--- config.mk ---
export PLATFORM = sky130hd
export DESIGN_NAME = media_ctl_regs
export DESIGN_NICKNAME = d
export VERILOG_FILES = /design/src/rtl/media_ctl_pkg.sv /design/src/rtl/media_ctl_decode.sv /design/src/rtl/media_ctl_regbank.sv /design/src/rtl/media_ctl_fields.sv /design/src/rtl/media_ctl_regs.sv
export SDC_FILE = /design/constraint.sdc
export NUM_CORES = 1
export LEC_CHECK = 0
export ABC_AREA = 1
export CORE_MARGIN = 5
export CORE_UTILIZATION = 50
export CTS_BUF_LIST = sky130_fd_sc_hd__clkbuf_4 sky130_fd_sc_hd__clkbuf_8 sky130_fd_sc_hd__clkbuf_16
export DETAILED_ROUTE_END_ITERATION = 6
export PLACE_DENSITY_LB_ADDON = 0.15
export SLEW_MARGIN = 20
export SYNTH_ARGS = -nofsm -noshare
export SYNTH_HDL_FRONTEND = slang
export SYNTH_SLANG_ARGS = --single-unit
--- constraint.sdc ---
create_clock -name clk -period 4.41 [get_ports clk]
set_clock_uncertainty 0.1 [all_clocks]
set_input_delay 0.6615 -clock clk [delete_from_list [all_inputs] [get_ports clk]]
set_output_delay 0.6615 -clock clk [all_outputs]
set_load 0.02 [all_outputs]
--- src/rtl/media_ctl_pkg.sv ---
package media_ctl_pkg;

    localparam int DW      = 32;
    localparam int AW      = 12;
    localparam int NSLOT   = 6;
    localparam int SLOT_W  = $clog2(NSLOT);
    localparam int NSUB    = 5;
    localparam int NCH     = 7;
    localparam int PW      = 4;
    localparam int WIDX_W  = AW - 2;

    localparam int SLOT_RST   = 0;
    localparam int SLOT_GATE  = 1;
    localparam int SLOT_DISP  = 2;
    localparam int SLOT_PIX   = 3;
    localparam int SLOT_CACHE = 4;
    localparam int SLOT_CAM   = 5;

    typedef struct packed {
        logic              sel;
        logic              wr;
        logic [AW-1:0]     addr;
        logic [DW-1:0]     wdata;
    } bus_req_t;

    typedef struct packed {
        logic              hit;
        logic [SLOT_W-1:0] slot;
    } decode_t;

    typedef struct packed {
        logic              ready;
        logic              err;
        logic [DW-1:0]     rdata;
    } bus_rsp_t;

    // Word index to storage slot; only six words are populated.
    function automatic decode_t word_decode(input logic [WIDX_W-1:0] widx);
        decode_t d;
        d.hit  = 1'b1;
        d.slot = '0;
        case (widx)
            WIDX_W'(0): d.slot = SLOT_W'(SLOT_RST);
            WIDX_W'(1): d.slot = SLOT_W'(SLOT_GATE);
            WIDX_W'(3): d.slot = SLOT_W'(SLOT_DISP);
            WIDX_W'(4): d.slot = SLOT_W'(SLOT_PIX);
            WIDX_W'(5): d.slot = SLOT_W'(SLOT_CACHE);
            WIDX_W'(7): d.slot = SLOT_W'(SLOT_CAM);
            default:    d.hit  = 1'b0;
        endcase
        return d;
    endfunction

    function automatic logic [DW-1:0] slot_reset(input int s);
        return (s == SLOT_GATE) ? {DW{1'b1}} : {DW{1'b0}};
    endfunction

    // Bit group owned by each subsystem in the reset and gate words.
    function automatic logic [DW-1:0] sub_group(input int k);
        case (k)
            0:       return 32'h0000_000C;
            1:       return 32'h0000_0070;
            2:       return 32'h0000_0180;
            3:       return 32'h0000_0600;
            default: return 32'h0000_1800;
        endcase
    endfunction

    function automatic int chan_slot(input int c);
        case (c)
            0:       return SLOT_DISP;
            1, 2:    return SLOT_PIX;
            default: return SLOT_CAM;
        endcase
    endfunction

    // Lowest bit of the configured nibble; fallback nibble sits just above.
    function automatic int chan_lsb(input int c);
        case (c)
            0:       return 8;
            1:       return 24;
            2:       return 16;
            default: return (c - 3) * 8;
        endcase
    endfunction

endpackage

--- src/rtl/media_ctl_decode.sv ---
module media_ctl_decode
    import media_ctl_pkg::*;
(
    input  logic [AW-1:0] addr,
    output decode_t       dec
);
    decode_t word_d;

    always_comb begin
        word_d = word_decode(addr[AW-1:2]);
        dec    = word_d;
        if (addr[1:0] != 2'b00) begin
            dec.hit = 1'b0;
        end
    end

endmodule

--- src/rtl/media_ctl_regbank.sv ---
module media_ctl_regbank
    import media_ctl_pkg::*;
(
    input  logic                        clk,
    input  logic                        rst,
    input  bus_req_t                    req,
    input  decode_t                     dec,
    output bus_rsp_t                    rsp,
    output logic [NSLOT-1:0][DW-1:0]    regs
);
    logic [NSLOT-1:0][DW-1:0] regs_q;
    bus_rsp_t                 rsp_q;
    logic                     wr_hit;
    logic [DW-1:0]            rd_word;

    assign wr_hit  = req.sel && req.wr && dec.hit;
    assign rd_word = regs_q[dec.slot];

    for (genvar s = 0; s < NSLOT; s++) begin : g_slot
        localparam logic [DW-1:0] RVAL = slot_reset(s);
        always_ff @(posedge clk) begin
            if (rst) begin
                regs_q[s] <= RVAL;
            end else if (wr_hit && (dec.slot == SLOT_W'(s))) begin
                regs_q[s] <= req.wdata;
            end
        end
    end

    always_ff @(posedge clk) begin
        if (rst) begin
            rsp_q <= '0;
        end else begin
            rsp_q.ready <= req.sel;
            rsp_q.err   <= req.sel && !dec.hit;
            rsp_q.rdata <= (req.sel && !req.wr && dec.hit) ? rd_word : '0;
        end
    end

    assign rsp  = rsp_q;
    assign regs = regs_q;

    AST_REFUSED_KEEPS_STATE: assert property (@(posedge clk) disable iff (rst)
        (req.sel && !dec.hit) |=> $stable(regs_q));

    AST_READ_KEEPS_STATE: assert property (@(posedge clk) disable iff (rst)
        (req.sel && !req.wr) |=> $stable(regs_q));

endmodule

--- src/rtl/media_ctl_fields.sv ---
module media_ctl_fields
    import media_ctl_pkg::*;
(
    input  logic [NSLOT-1:0][DW-1:0] regs,
    output logic [NSUB-1:0]          sub_rst_n,
    output logic [NSUB-1:0]          sub_clk_gate,
    output logic [NCH*PW-1:0]        prio_cfg,
    output logic [NCH*PW-1:0]        prio_dflt
);
    logic [DW-1:0] rst_word;
    logic [DW-1:0] gate_word;

    assign rst_word  = regs[SLOT_RST];
    assign gate_word = regs[SLOT_GATE];

    for (genvar k = 0; k < NSUB; k++) begin : g_sub
        localparam logic [DW-1:0] GRP = sub_group(k);
        assign sub_rst_n[k]    = &(rst_word | ~GRP);
        assign sub_clk_gate[k] = |(gate_word & GRP);
    end

    for (genvar c = 0; c < NCH; c++) begin : g_chan
        localparam int SL = chan_slot(c);
        localparam int LB = chan_lsb(c);
        assign prio_cfg[c*PW +: PW]  = regs[SL][LB +: PW];
        assign prio_dflt[c*PW +: PW] = regs[SL][LB+PW +: PW];
    end

endmodule

--- src/rtl/media_ctl_regs.sv ---
module media_ctl_regs
    import media_ctl_pkg::*;
(
    input  logic                 clk,
    input  logic                 rst,
    input  logic                 bus_sel,
    input  logic                 bus_wr,
    input  logic [11:0]          bus_addr,
    input  logic [31:0]          bus_wdata,
    output logic [31:0]          bus_rdata,
    output logic                 bus_ready,
    output logic                 bus_err,
    output logic [4:0]           sub_rst_n,
    output logic [4:0]           sub_clk_gate,
    output logic [27:0]          prio_cfg,
    output logic [27:0]          prio_dflt
);
    bus_req_t                 req;
    bus_rsp_t                 rsp;
    decode_t                  dec;
    logic [NSLOT-1:0][DW-1:0] regs;

    assign req.sel   = bus_sel;
    assign req.wr    = bus_wr;
    assign req.addr  = bus_addr;
    assign req.wdata = bus_wdata;

    media_ctl_decode u_decode (
        .addr (req.addr),
        .dec  (dec)
    );

    media_ctl_regbank u_bank (
        .clk  (clk),
        .rst  (rst),
        .req  (req),
        .dec  (dec),
        .rsp  (rsp),
        .regs (regs)
    );

    media_ctl_fields u_fields (
        .regs         (regs),
        .sub_rst_n    (sub_rst_n),
        .sub_clk_gate (sub_clk_gate),
        .prio_cfg     (prio_cfg),
        .prio_dflt    (prio_dflt)
    );

    assign bus_rdata = rsp.rdata;
    assign bus_ready = rsp.ready;
    assign bus_err   = rsp.err;

    AST_READY_FOLLOWS_SEL: assert property (@(posedge clk) disable iff (rst)
        bus_sel |=> bus_ready);

    AST_NO_SPURIOUS_READY: assert property (@(posedge clk) disable iff (rst)
        !bus_sel |=> !bus_ready);

    AST_ERR_WITH_READY: assert property (@(posedge clk) disable iff (rst)
        bus_err |-> bus_ready);

    AST_ERR_ZERO_DATA: assert property (@(posedge clk) disable iff (rst)
        bus_err |-> (bus_rdata == '0));

    AST_RESET_STATE: assert property (@(posedge clk)
        rst |=> (sub_rst_n == '0 && sub_clk_gate == '1));

endmodule

# After elaboration in Yosys (flattened, before gate mapping)

Index checks and enable logic that the tools add are counted.

Bits in registers: 226
Bits of input ports: 48

Order comparisons: 1
Equal/unequal tests: 10
Multiplexer cells: 5
Bitwise gates (word level): 1
Reductions and logical operators: 28

Operator list:

| kind                | count |
|---|---|
| $bmux 32 s3         | 1 |
| $mux 32             | 1 |
| $eq 10x3->1 const B | 3 |
| $pmux 3 s5          | 1 |
| $logic_and 1x1->1   | 11 |
| $eq 10x1->1 const B | 1 |
| $eq 10x2->1 const B | 1 |
| $logic_not 10->1    | 1 |
| $reduce_or 2->1     | 5 |
| $reduce_and 2->1    | 4 |
| $eq 3x2->1 const B  | 2 |
| $eq 3x3->1 const B  | 2 |
| $reduce_or 6->1     | 1 |
| $lt 3x4->1 const B  | 1 |
| $eq 3x1->1 const B  | 1 |
| $logic_not 3->1     | 1 |
| $reduce_and 3->1    | 1 |
| $reduce_or 3->1     | 1 |
| $logic_not 1->1     | 2 |
| $mux 1              | 2 |
| $reduce_bool 2->1   | 1 |
| $not 1->1           | 1 |

# Logic depth before layout (Yosys ltp)

Word-level depth: 7
Mapped depth: 12

# Modules after synthesis

A second synthesis with hierarchy kept.

Cell total of the unflattened synthesis: 1620
Area, all modules: 10597.7 um2

Modules (own cells, without submodules):

| module            | times used | cells an instance | area each (um2) | seq. area each (um2) |
|---|---|---|---|---|
| media_ctl_regbank | 1          | 1524              | 9995.8          | 4524.3 |
| media_ctl_fields  | 1          | 74                | 498.0           | 0.0 |
| media_ctl_decode  | 1          | 22                | 103.8           | 0.0 |

# Least setup slack after synthesis

Ideal clock, no wire load.

Kind: input-to-reg
Start: in bus_addr[9]
End: reg u_bank.regs_q, in the netlist u_bank.regs[149]
Arrival time: 1.968 ns
Required time: 4.178 ns
Setup slack: 2.210 ns
Stages: 7
Buffers on the path: 1
Path through: nor2_1 > nand2_2 > nor3_1 > nand4_1 > clkbuf_1 > nand2_1 > a21oi_1

Longest elaborated chain between the ends: 6
Elaborated cells on any way between the ends: 13
Classes of those cells: eq/ne: 6; mux: 3; reduce/logical: 4

Ends and longest elaborated chain:

| element                                   | line                    | RTL |
|---|---|---|
| start, declared                           | media_ctl_regs.sv:8     | `input logic [11:0] bus_addr,` |
| $eq 10x1->1, or another cell as far along | media_ctl_pkg.sv:42     | `case (widx)` |
| $reduce_or 6->1 (no source line)          | n/a                     |  |
| $mux 1                                    | media_ctl_pkg.sv:42     |  |
| $mux 1                                    | media_ctl_decode.sv:12  | `if (addr[1:0] != 2'b00) begin` |
| $logic_and 1x1->1                         | media_ctl_regbank.sv:16 | `assign wr_hit = req.sel && req.wr && dec.hit;` |
| $logic_and 1x1->1 (*)                     | media_ctl_regbank.sv:24 | `end else if (wr_hit && (dec.slot == SLOT_W'(s))) begin` |
| end signal, assigned by index             | media_ctl_regbank.sv:25 | `regs_q[s] <= req.wdata;` |
| end, declared                             | media_ctl_regbank.sv:11 | `logic [NSLOT-1:0][DW-1:0] regs_q;` |

Mark *: on every way between the ends. The rest lies on a longest branch, timed or not.
A chain may end at the register's enable or synchronous reset.

# Worst setup path after layout

Start: in bus_addr[2]
End: reg u_bank.regs_q, in the netlist u_bank.regs[18]

The elaborated chain is that of the path after synthesis.

==> run metrics <==
status finished, final reports clean; Worst VDD drop 0.2254 mV; crit path capture type flop; slowest CP cell clkdlybuf4s50_1; Crit path largest cell delay 610 ps; Reg2Reg Depth 4; layout net count 1512; Worst-Skew Late Latency 520 ps; Avg WL per Cell 18.98 µm; period utilization 0.7203; actual slew at the worst max-slew pin 1004 ps; Static Leak 4.204 nW; Crit path max-delay family buffers and inverters; num rows 53; Netlist cell types 26; Worst EP required 4740 ps; r2r endpoint u_bank.rsp[31]$_SDFF_PP0_; Horiz. Die Dim 154.8 µm; end point of the worst hold path u_bank.regs[59]$_SDFFE_PP1P_; Root Buffer clkbuf_16; # diodes 0; max-cap violations 0; HP Class flop to flop; Seq/Total Area, Yosys 0.4314; CTS Buf Count 24; Post-Route WL 33.35 mm; Port Buffer Count 147; Post-Syn Area 0.01049 mm²; vias in the first global route 9796; CTS resizes 0; worst hold stages 2; die height 154.8 µm; yosys synthesis warning count 0; initial antenna violation count 0; clock sink count 226; Reg clk slew, reported paths 60 ps; grt ovf 0; Iter 0 DRT Violations 1073; Core ar. 0.02082 mm²; Buf+Inv Stages, Crit Path 4; layout cells sized above 1 0.07018; fin cells 1757; antenna violation net count after detailed routing 0; reg2reg start u_bank.regs[191]$_SDFFE_PP0P_; Critical Path Fanout Max 33; TNS Setup 0 ps; max-slew violations 0; Area growth syn-to-layout 18.47%; Cells after Synth 1453; Avg Inst Size Synth 7.218 µm²; pin count of the biggest net entering global routing 150; Final Setup Violations 0; hold_sp u_bank.regs[59]$_SDFFE_PP1P_; DRC 0; critical path startpoint category input port; Vias/cell 5.957; drt first pass iters 7; syn_nets 1501; first-pass GRT wire length 53.10 mm; ordered cell list for the critical path clkdlybuf4s50_1 > inv_2 > nor2_2 > nand3_1 > nor2_4 > nor2_2 > buf_4 > nand4_1 > buf_4 > nand2_1 > a21oi_1; gpl congestion 0.8225; commonest non-fill, non-tap cell in the layout nand2_1; P per Cell Area 345.0 mW/mm²; Max clock buf depth 3; R2R Setup Slk 3360 ps; Overall Global Routing Usage 0.2667; IO Count 148; CTS tree built; worst slew margin relative to its limit 0.3310; Post-CTS Setup Repair Bufs 0; # hold bufs at CTS 0; synthesized flop and latch total 226; Critical Path AT 3510 ps; Crit Path Category input port to flop; H-Tree Depth 1; RSZ-0062 raised after global routing no; die area 0.02397 mm²; Fillers 1994; commonest non-fill, non-tap cells in the layout nand2_1 (387), dfxtp_1 (226), nand4_1 (197), a21oi_1 (174), nand3_1 (164); Initial Util 0.5037; final HPWL from detailed placement 19.30 mm; via count 10467; Hold Vio Cnt, Final 0; fin crit period 3177 ps; f_max 0.3148 GHz; placed insts 1713
tightest hold or removal path, delay by kind of cell, from the launching register on:
kind / cells / cell delay [ps]
flops: 1 / 320
simple gates: 2 / 100
per-layer routing:
| layer | part of all wire | GRT usage | up-vias | wire (µm) |
|---|---|---|---|---|
| met1 | 0.43 | 0.3738 | 5005 | 14340 |
| li1 | - | - | 4978 | - |
| met5 | 0 | 0 | - | 0 |
| met2 | 0.47 | 0.4370 | 442 | 15830 |
| met3 | 0.081 | 0.03749 | 42 | 2704 |
| met4 | 0.014 | 0.06392 | 0 | 476 |
cell type report:
type / count / area [µm²] / share of cell area
Multi-Input combinational cell: 1015 / 4893 / 0.3939
Sequential cell: 226 / 4524 / 0.3641
Timing Repair Buffer: 176 / 1749 / 0.1408
Clock buffer: 36 / 764.5 / 0.06153
Tap cell: 275 / 344.1 / 0.02769
Inverter: 21 / 81.33 / 0.006546
Clock inverter: 8 / 67.56 / 0.005438
sequential cells by signal, indices dropped and copies added (netlist names):
| name | cells |
|---|---|
| u_bank.regs | 192 |
| u_bank.rsp | 34 |
worst max-delay path by stage:
stage / from / end / cells past startpoint
2_1_floorplan: bus_addr[9] / u_bank.regs[149]$_SDFFE_PP0P_ / 7
3_3_place_gp: bus_addr[2] / u_bank.rsp[30]$_SDFF_PP0_ / 12
3_5_place_dp: bus_addr[2] / u_bank.rsp[30]$_SDFF_PP0_ / 12
4_1_cts: bus_addr[2] / u_bank.rsp[30]$_SDFF_PP0_ / 12
5_1_grt: bus_addr[2] / u_bank.regs[26]$_SDFFE_PP0P_ / 11
6_report: bus_addr[2] / u_bank.regs[18]$_SDFFE_PP0P_ / 11
per-stage QoR:
| step | total power, mW | area (µm²) | util | hold slack [ps] | worst slack, ps |
|---|---|---|---|---|---|
| after floorplan | 2.154 | 10490 | - | 329.7 | 2210 |
| after global placement | 2.253 | 11590 | 0.5567 | 338.4 | 803.3 |
| after detailed placement | 2.252 | 11590 | 0.5567 | 345.0 | 796.4 |
| after CTS | 4.305 | 12420 | 0.5967 | 361.2 | 1315 |
| after global routing | 4.398 | 12420 | 0.5967 | 376.3 | 1062 |
| final | 4.287 | 12420 | 0.5967 | 355.6 | 1233 |
cell families (layout without fill, tap and decap cells):
group | Yosys count | in the layout | synth area share
AND/OR/NAND/NOR | 841 | 841 | 0.3780
flip-flops | 226 | 226 | 0.4314
buffers and inverters | 212 | 241 | 0.1076
AO/OA/AOI/OAI | 174 | 174 | 0.08304
synth_stat cells (all sizes together):
| cell type | count | area, µm² |
|---|---|---|
| nand2 | 389 | 1465 |
| dfxtp | 226 | 4524 |
| nand4 | 197 | 1232 |
| a21oi | 174 | 870.8 |
| nand3 | 165 | 830.8 |
| buf | 111 | 745.7 |
| clkbuf | 80 | 304.0 |
| nor2 | 73 | 315.3 |
| inv | 20 | 75.08 |
| and3 | 7 | 43.79 |
| or2 | 4 | 25.02 |
| nor3 | 3 | 20.02 |
| nor4 | 2 | 25.02 |
| clkinv | 1 | 3.750 |
| or3 | 1 | 6.260 |
power breakdown:
group          internal, mW  switching (mW)  total [mW]
sequential             2.04        0.000402        2.04
clock                  1.25           0.823        2.08
combinational        0.0481           0.121       0.169
Power figures use the tool's default switching activity.
